<file path="src/rtl/mcd_pkg.sv">
package mcd_pkg;
  typedef enum logic [2:0] {
    ST_IDLE  = 3'd0,
    ST_HUNT  = 3'd1,
    ST_ALIGN = 3'd2,
    ST_DATA  = 3'd3,
    ST_DRAIN = 3'd4
  } rx_state_t;
endpackage

</file>
<file path="src/rtl/mcd_halfpair.sv">
// Pairs half-bit samples into cells; a slip restarts the pairing on the current sample.
module mcd_halfpair (
  input  logic clk,
  input  logic rst_n,
  input  logic half_en,
  input  logic line_in,
  input  logic clear,
  input  logic slip,
  output logic cell_stb,
  output logic cell_ok,
  output logic cell_bit
);
  logic second_q;
  logic first_q;

  always_ff @(posedge clk or negedge rst_n) begin
    if (!rst_n) begin
      second_q <= 1'b0;
      first_q  <= 1'b0;
    end else if (clear) begin
      second_q <= 1'b0;
    end else if (half_en) begin
      if (!second_q || slip) begin
        first_q  <= line_in;
        second_q <= 1'b1;
      end else begin
        second_q <= 1'b0;
      end
    end
  end

  assign cell_stb = half_en && second_q && !clear;
  assign cell_ok  = first_q ^ line_in;
  assign cell_bit = line_in;
endmodule

</file>
<file path="src/rtl/mcd_ctrl.sv">
// Acquisition, lock, alignment and end-of-frame control.
module mcd_ctrl
  import mcd_pkg::*;
#(
  parameter int LOCK_CELLS = 4,
  parameter int MISS_LIMIT = 2
) (
  input  logic clk,
  input  logic rst_n,
  input  logic carrier,
  input  logic cell_stb,
  input  logic cell_ok,
  input  logic cell_bit,
  output logic clear,
  output logic slip,
  output logic push,
  output logic flush
);
  localparam int GW = $clog2(LOCK_CELLS + 1);
  localparam int MW = $clog2(MISS_LIMIT + 1);

  rx_state_t   st_q;
  logic [GW-1:0] good_q;
  logic [MW-1:0] miss_q;

  logic acq, good, miss, end_evt;

  assign acq     = (st_q == ST_HUNT) || (st_q == ST_ALIGN);
  assign good    = cell_stb && cell_ok;
  assign miss    = cell_stb && !cell_ok;
  assign slip    = acq && miss && (miss_q == MW'(MISS_LIMIT - 1));
  assign push    = good && ((st_q == ST_DATA) || ((st_q == ST_ALIGN) && cell_bit));
  assign end_evt = (st_q == ST_DATA) && miss;
  assign flush   = !carrier || end_evt;
  assign clear   = !carrier || (st_q == ST_IDLE);

  always_ff @(posedge clk or negedge rst_n) begin
    if (!rst_n) begin
      st_q   <= ST_IDLE;
      good_q <= '0;
      miss_q <= '0;
    end else if (!carrier) begin
      st_q   <= ST_IDLE;
      good_q <= '0;
      miss_q <= '0;
    end else begin
      case (st_q)
        ST_IDLE: begin
          st_q   <= ST_HUNT;
          good_q <= '0;
          miss_q <= '0;
        end
        ST_HUNT: begin
          if (good) begin
            miss_q <= '0;
            if (good_q == GW'(LOCK_CELLS - 1)) begin
              st_q   <= ST_ALIGN;
              good_q <= '0;
            end else begin
              good_q <= good_q + GW'(1);
            end
          end else if (miss) begin
            good_q <= '0;
            miss_q <= slip ? '0 : miss_q + MW'(1);
          end
        end
        ST_ALIGN: begin
          if (good) begin
            miss_q <= '0;
            if (cell_bit) st_q <= ST_DATA;
          end else if (miss) begin
            if (slip) begin
              st_q   <= ST_HUNT;
              miss_q <= '0;
            end else begin
              miss_q <= miss_q + MW'(1);
            end
          end
        end
        ST_DATA: begin
          if (miss) st_q <= ST_DRAIN;
        end
        default: st_q <= st_q;
      endcase
    end
  end
endmodule

</file>
<file path="src/rtl/mcd_pack.sv">
// LSB-first nibble assembly with one-time re-anchoring on the first "11" pair.
module mcd_pack #(
  parameter int NIB_W = 4
) (
  input  logic             clk,
  input  logic             rst_n,
  input  logic             push,
  input  logic             bit_in,
  input  logic             flush,
  output logic [NIB_W-1:0] nib_data,
  output logic             nib_valid,
  output logic             rx_dv
);
  localparam int CW = (NIB_W > 1) ? $clog2(NIB_W) : 1;

  logic [NIB_W-1:0] sr_q;
  logic [CW-1:0]    cnt_q;
  logic             anchored_q;
  logic [NIB_W-1:0] nxt;
  logic             pair11, emit;

  assign nxt    = {bit_in, sr_q[NIB_W-1:1]};
  assign pair11 = bit_in && sr_q[NIB_W-1];
  assign emit   = push && ((cnt_q == CW'(NIB_W - 1)) || (!anchored_q && pair11));

  always_ff @(posedge clk or negedge rst_n) begin
    if (!rst_n) begin
      sr_q       <= '0;
      cnt_q      <= '0;
      anchored_q <= 1'b0;
      nib_data   <= '0;
      nib_valid  <= 1'b0;
      rx_dv      <= 1'b0;
    end else begin
      nib_valid <= 1'b0;
      if (flush) begin
        sr_q       <= '0;
        cnt_q      <= '0;
        anchored_q <= 1'b0;
        rx_dv      <= 1'b0;
      end else if (push) begin
        sr_q <= nxt;
        if (emit) begin
          cnt_q     <= '0;
          nib_data  <= nxt;
          nib_valid <= 1'b1;
          rx_dv     <= 1'b1;
          if (pair11) anchored_q <= 1'b1;
        end else begin
          cnt_q <= cnt_q + CW'(1);
        end
      end
    end
  end
endmodule

</file>
<file path="src/rtl/manch_nibble_rx.sv">
module manch_nibble_rx #(
  parameter int NIB_W      = 4,
  parameter int LOCK_CELLS = 4,
  parameter int MISS_LIMIT = 2
) (
  input  logic             clk,
  input  logic             rst_n,
  input  logic             half_en,
  input  logic             line_in,
  input  logic             carrier,
  output logic [NIB_W-1:0] nib_data,
  output logic             nib_valid,
  output logic             rx_dv
);
  logic cell_stb, cell_ok, cell_bit;
  logic clear, slip, push, flush;

  mcd_halfpair u_pair (
    .clk(clk), .rst_n(rst_n), .half_en(half_en), .line_in(line_in),
    .clear(clear), .slip(slip),
    .cell_stb(cell_stb), .cell_ok(cell_ok), .cell_bit(cell_bit)
  );

  mcd_ctrl #(.LOCK_CELLS(LOCK_CELLS), .MISS_LIMIT(MISS_LIMIT)) u_ctrl (
    .clk(clk), .rst_n(rst_n), .carrier(carrier),
    .cell_stb(cell_stb), .cell_ok(cell_ok), .cell_bit(cell_bit),
    .clear(clear), .slip(slip), .push(push), .flush(flush)
  );

  mcd_pack #(.NIB_W(NIB_W)) u_pack (
    .clk(clk), .rst_n(rst_n), .push(push), .bit_in(cell_bit), .flush(flush),
    .nib_data(nib_data), .nib_valid(nib_valid), .rx_dv(rx_dv)
  );
endmodule

</file>
<file path="config.mk">
export PLATFORM = sky130hd
export DESIGN_NAME = manch_nibble_rx
export DESIGN_NICKNAME = d
export VERILOG_FILES = /design/src/rtl/mcd_pkg.sv /design/src/rtl/mcd_halfpair.sv /design/src/rtl/mcd_ctrl.sv /design/src/rtl/mcd_pack.sv /design/src/rtl/manch_nibble_rx.sv
export SDC_FILE = /design/constraint.sdc
export NUM_CORES = 1
export LEC_CHECK = 0
export ABC_CLOCK_PERIOD_IN_PS = 2000
export BUFFER_PORTS_ARGS = -buffer_cell sky130_fd_sc_hd__clkbuf_2
export CAP_MARGIN = 0
export CORE_ASPECT_RATIO = 0.75
export CORE_MARGIN = 10
export CORE_UTILIZATION = 50
export DETAILED_ROUTE_END_ITERATION = 10
export PLACE_DENSITY = 0.74
export SETUP_SLACK_MARGIN = 0.5
export SLEW_MARGIN = 20
export SYNTH_ARGS = -nofsm -noshare
export SYNTH_HDL_FRONTEND = slang
export SYNTH_SLANG_ARGS = --single-unit
</file>
<file path="constraint.sdc">
create_clock -name clk -period 2 [get_ports clk]
set_input_delay 0.3 -clock clk [delete_from_list [all_inputs] [get_ports clk]]
set_output_delay 0.3 -clock clk [all_outputs]
set_load 0.01 [all_outputs]
</file>
==> results of run 1 <==
[layout make-up]
type                    instances  area [sq um]
well taps                      34          42.5
clock buffers                   4          36.3
fillers                       190           818
repair buffers                 23           166
flip-flops and latches         22           554
multi-input cells              81           619
inverters                       9          33.8
[metrics by stage]
stage / utilization / worst slack, ps / power [mW] / hold WS, ps
2_1_floorplan: - / 451 / 0.729 / 4.41
3_3_place_gp: 0.563 / 298 / 0.766 / 306
3_5_place_dp: 0.563 / 181 / 0.786 / 310
4_1_cts: 0.611 / 292 / 1.03 / 314
5_1_grt: 0.640 / 180 / 1.12 / 352
6_report: 0.640 / 269 / 1.05 / 318
[final timing paths]
kind,start,to,depth (start not counted),slack [ps]
setup reg to reg,u_pair.first_q,u_ctrl.st_q[0],6,270
hold reg to reg,u_ctrl.good_q[1],u_ctrl.good_q[1],2,510
setup / recovery,u_pair.first_q,u_ctrl.st_q[0],6,270
max in group asynchronous,rst_n,u_ctrl.st_q[0],2,1110
min in group asynchronous,rst_n,u_ctrl.good_q[0],2,500
hold / removal,half_en,u_pair.second_q,3,320
[registers in the layout, indices dropped and copies added (netlist names)]
name / count
u_ctrl.good_q: 3
u_pack.cnt_q: 2
u_ctrl.st_q: 3
u_pack.anchored_q: 1
u_pack.nib_valid: 1
u_pack.rx_dv: 1
u_pack.nib_data: 4
u_pair.second_q: 1
u_pack.sr_q: 3
u_ctrl.miss_q: 2
u_pair.first_q: 1
[critical path, delay by kind of cell, from the launching register on]
kind	cells	cell delay [ps]
AO/OA/AOI/OAI	3	580
flip-flops	1	420
multiplexers	1	340
buffers and inverters	1	130
AND/OR/NAND/NOR	1	210
[power by group through the flow]
| stage | clock network [mW] | logic (mW) | registers [mW] |
|---|---|---|---|
| finish | 0.242 | 0.286 | 0.526 |
| global route | 0.271 | 0.321 | 0.532 |
| CTS | 0.248 | 0.266 | 0.519 |
| detailed placement | 0 | 0.261 | 0.525 |
| global placement | 0 | 0.245 | 0.520 |
| floorplan | 0 | 0.237 | 0.492 |
[per-layer routing]
metal | GRT usage | vias to the layer above
met2 | 0.213 | 23
met1 | 0.163 | 457
met4 | 0.0237 | 0
li1 | - | 459
met3 | 0.0381 | 4
met5 | 0 | -
[placed cells by master (no fill, tap or decap), types with 2 or more instances in the layout]
master,synthesis,layout
buf_4,0,10
clkbuf_2,0,10
o22ai_1,6,5
clkbuf_4,0,3
o21a_1,2,2
nor2b_1,3,2
nand3_1,3,3
and2b_1,2,2
nor2_1,8,8
inv_1,9,8
nand2b_1,3,3
mux2_4,1,5
dfrtp_1,22,19
o21ai_0,9,9
nand2_1,12,11
nand4_1,2,2
a21oi_1,4,2
a21oi_2,0,2
dfrtp_2,0,3
ha_1,2,2
[repair_timing]
item                                    in CTS  in global routing
setup buffers                                4                  4
gates resized for setup                      7                  7
gates cloned                                 0                  0
hold buffers                                 1                  0
endpoints found under the setup margin      15                 19
hold endpoints to repair                    22                  0
pin swaps                                    3                  2
[cells by family (layout without fill, tap and decap cells)]
family,after synthesis,after routing,share of synthesized area
flops,22,22,0.470
buf+inv,15,36,0.0598
mux,6,6,0.0609
xor+xnor,2,2,0.0150
simple gates,39,39,0.174
fa+ha+maj,2,2,0.0214
compound gates,32,32,0.199
[cells in the mapped netlist (2+ instances only)]
cell type  number  area, sq um
a21oi_1         4         20.0
and2b_1         2         15.0
buf_2           5         25.0
dfrtp_1        22          551
ha_1            2         25.0
inv_1           9         33.8
mux2_2          5         56.3
nand2_1        12         45.0
nand2b_1        3         18.8
nand3_1         3         15.0
nand4_1         2         12.5
nor2_1          8         30.0
nor2b_1         3         18.8
o21a_1          2         15.0
o21ai_0         9         45.0
o22ai_1         6         37.5
==> impl_metrics.yaml, run 1 <==
logic_synthesis:
  syn-cell-area_sq_mm: 0.00117
  synth_seq_cells: 22
  ys.flop_type: "dfrtp_1"
  ys_seq_area_frac: 0.470
  synth_warnings: 0
  async_reset_ff_frac: 1.00
  synthCells: 118
  syn_nets: 125
  synth_edf_count: 0
  avgSynthCellArea_sq_um: 9.92
  synth_cell_types: 37
drt:
  drt_first_iter_violations: 62
  wl_met1_microns: 1140
  wl_met2_microns: 1280
  routed_wl_microns: 2580
  dr_wl_met3_microns: 127
  drcViolationCount: 0
  wire_per_inst_microns: 14.9
  highest_layer: "met4"
  dr.pass1.iters: 4
  viasPerCell: 5.45
  ant_nets: 0
  num_vias: 943
die:
  core_area_sq_mm: 0.00227
  dieHeight_microns: 61.9
  dieArea_sq_mm: 0.00470
  die_w_microns: 75.9
  placementRows: 15
  initial_utilization: 0.516
  ios: 11
global_routing:
  overflow: 0
  grt_pass1_vias: 962
  grt_use_total: 0.128
  grt_max_degree: 23
  antenna_found_initial: 0
  grt_pass1_wl_microns: 4600
power_and_ir_drop:
  power_density_mw_per_mm2: 726
  sw_frac_of_total: 0.320
  irDropWorstVdd_mv: 0.689
  total_leakage_power_nw: 0.659
  intPower_uw: 717
  clkPwrFrac: 0.230
  p_sw_uw: 337
  seqPwrFrac: 0.498
  combPwrFrac: 0.272
critical_path:
  worstPathArrival_ps: 1980
  cp_max_fo: 4
  cp_slowest_stage_delay_ps: 420
  cp-end-kind: "register"
  critPathKind: "reg -> reg"
  cp_slowest_cell: "dfrtp_1"
  required_ps: 2240
  crit_chain: "and2b_1 -> buf_4 -> o22a_1 -> a2111oi_4 -> mux2_4 -> o21ai_2"
  startpoint_type: "register"
sta:
  setup_tns_ps: 0
  timing.fmax_ghz: 0.578
  fin_crit_ps: 1730
  setup_viol: 0
  final_max_slew_viol_count: 0
  skew_ps: 4.61
  hold_viol_final: 0
  worstMarginPinSlew_ps: 551
  period_share: 0.865
  rsz0062_at_grt: "yes"
  slew_headroom: 0.633
finish:
  final_area_sq_mm: 0.00145
  diodes: 0
  area_growth_pct: 24.0
  final_nets: 147
  drive_gt1_frac: 0.353
  fin_cells: 173
worst_hold_path:
  hp-class: "in -> reg"
placement:
  dp_hpwl_microns: 1870
  dp.cells: 160
  port_buffers: 10
  place_area_sq_mm: 0.00128
  gp_congestion: 0.832
clock_tree:
  clockBufferDepth: 2
  cts_sinks: 22
  htreeDepth: 1
  clkTransAtPathRegs_ps: 120
  cts_buffers: 3
  cts_root_buf: "clkbuf_4"
  insertion_delay_ps: 310
  cts_tree: "built"
job:
  cap_viol_max_count: 0
outcome:
  status: "complete, no violations"
(Power assumes the default switching activity.)
==> inputs of run 2 (changes only) <==
- PLACE_DENSITY: 0.74 -> 0.78
==> run 2 against run 1 <==
Compared with the run above: maximum frequency is 2.2% lower; core utilization is 1.3 points higher; cell count is 1.2% higher; critical path type unchanged; highest routed layer unchanged.
==> impl_metrics.yaml, run 2 (same netlist as run 1, synthesis figures left out) <==
clock_tree:
  clkTransAtPathRegs_ps: 120
  insertion_delay_ps: 310
  cts_root_buf: "clkbuf_4"
  htreeDepth: 1
  cts_sinks: 22
  clockBufferDepth: 2
  cts_buffers: 3
  cts_tree: "built"
sta:
  rsz0062_at_grt: "yes"
  timing.fmax_ghz: 0.565
  skew_ps: 1.26
  finalHoldWorstSlack_ps: 243
  fin_crit_ps: 1770
  slew_headroom: 0.641
  setup_tns_ps: 0
  final_max_slew_viol_count: 0
  worstMarginPinSlew_ps: 539
  hold_viol_final: 0
  period_share: 0.885
  setup_viol: 0
finish:
  drive_gt1_frac: 0.355
  postLayoutCoreUtil: 0.652
  fin_cells: 175
  largest_register_ffs: 4
  final_cell_mix: "19 x dfrtp_1, 12 x nand2_1, 12 x buf_4"
  top_register: "u_pack.nib_data"
  final_common_cell: "dfrtp_1"
  area_growth_pct: 26.5
  diodes: 0
  final_nets: 149
drt:
  ant_nets: 0
  num_vias: 960
  routed_wl_microns: 2740
  drt_first_iter_violations: 78
  wire_per_inst_microns: 15.7
  viasPerCell: 5.49
  dr.pass1.iters: 4
  drcViolationCount: 0
critical_path:
  cp_max_fo: 5
  critPathKind: "reg -> reg"
  startpoint_type: "register"
  r2r_start: "u_pair.first_q"
  cp-end-kind: "register"
  worstPathArrival_ps: 1980
  required_ps: 2210
  critPathLaunch: "u_pair.first_q"
global_routing:
  grt_use_total: 0.127
  grt_pass1_wl_microns: 4530
  grt_pass1_vias: 942
  overflow: 0
  grt_max_degree: 23
  antenna_found_initial: 0
die:
  dieArea_sq_mm: 0.00470
  core_area_sq_mm: 0.00227
  dieHeight_microns: 61.9
  initial_utilization: 0.516
  placementRows: 15
  ios: 11
  die_w_microns: 75.9
job:
  cap_viol_max_count: 0
worst_hold_path:
  hp-class: "in -> reg"
  hp-start: "carrier"
power_and_ir_drop:
  power_density_mw_per_mm2: 787
  total_leakage_power_nw: 0.672
  p_total_mw: 1.17
  irDropWorstVdd_mv: 0.494
placement:
  gp_congestion: 0.833
  dp.cells: 161
  dp_hpwl_microns: 1850
  port_buffers: 10
outcome:
  status: "complete, no violations"
## run 2: repair_timing
| item | 4_1_cts | 5_1_grt |
|---|---|---|
| hold buffers | 1 | 0 |
| endpoints found under the hold margin | 22 | 0 |
| setup endpoints to repair | 18 | 18 |
| buffers inserted | 5 | 4 |
| resized for setup | 7 | 6 |
| pin swaps | 3 | 1 |
## run 2: per-layer routing
layer | up-vias | part of all wire | GRT usage
met5 | - | 0 | 0
met4 | 0 | 0.0099 | 0.0264
met3 | 4 | 0.078 | 0.0381
met2 | 32 | 0.48 | 0.207
met1 | 460 | 0.43 | 0.164
li1 | 464 | - | -
## run 2: through the flow
step                instance area (sq um)  setup WS (ps)
floorplan                            1200            451
global placement                     1280            232
detailed placement                   1280            133
CTS                                  1420            317
global route                         1480            193
finish                               1480            230
## run 2: cell type report
type,instances,area [sq um]
Fill cell,176,790
Multi-Input combinational cell,81,617
Sequential cell,22,554
Timing Repair Buffer,25,181
Tap cell,34,42.5
Inverter,9,33.8
Clock inverter,1,30.0
Clock buffer,3,22.5
## run 2: worst max-delay path, cell delays in order, from the launching register on
cell and delay, ps:
dfrtp_1 440, and2b_1 240, a21oi_1 60, nand4b_1 230
buf_4 180, nor2_4 190, mux2_4 320
## run 2: power breakdown
group / switching (mW) / internal (mW) / total (mW)
clock: 0.137 / 0.203 / 0.339
combinational: 0.160 / 0.138 / 0.298
sequential: 0.0553 / 0.472 / 0.528
## run 2: worst paths after layout
check	to	slack, ps	depth (start not counted)
max	u_pack.nib_data[2]	230	6
min	u_ctrl.miss_q[1]	240	2
max reg2reg	u_pack.nib_data[2]	230	6
min reg2reg	u_ctrl.good_q[1]	510	2
max in group asynchronous	u_ctrl.st_q[2]	1130	2
min in group asynchronous	u_ctrl.miss_q[1]	490	2
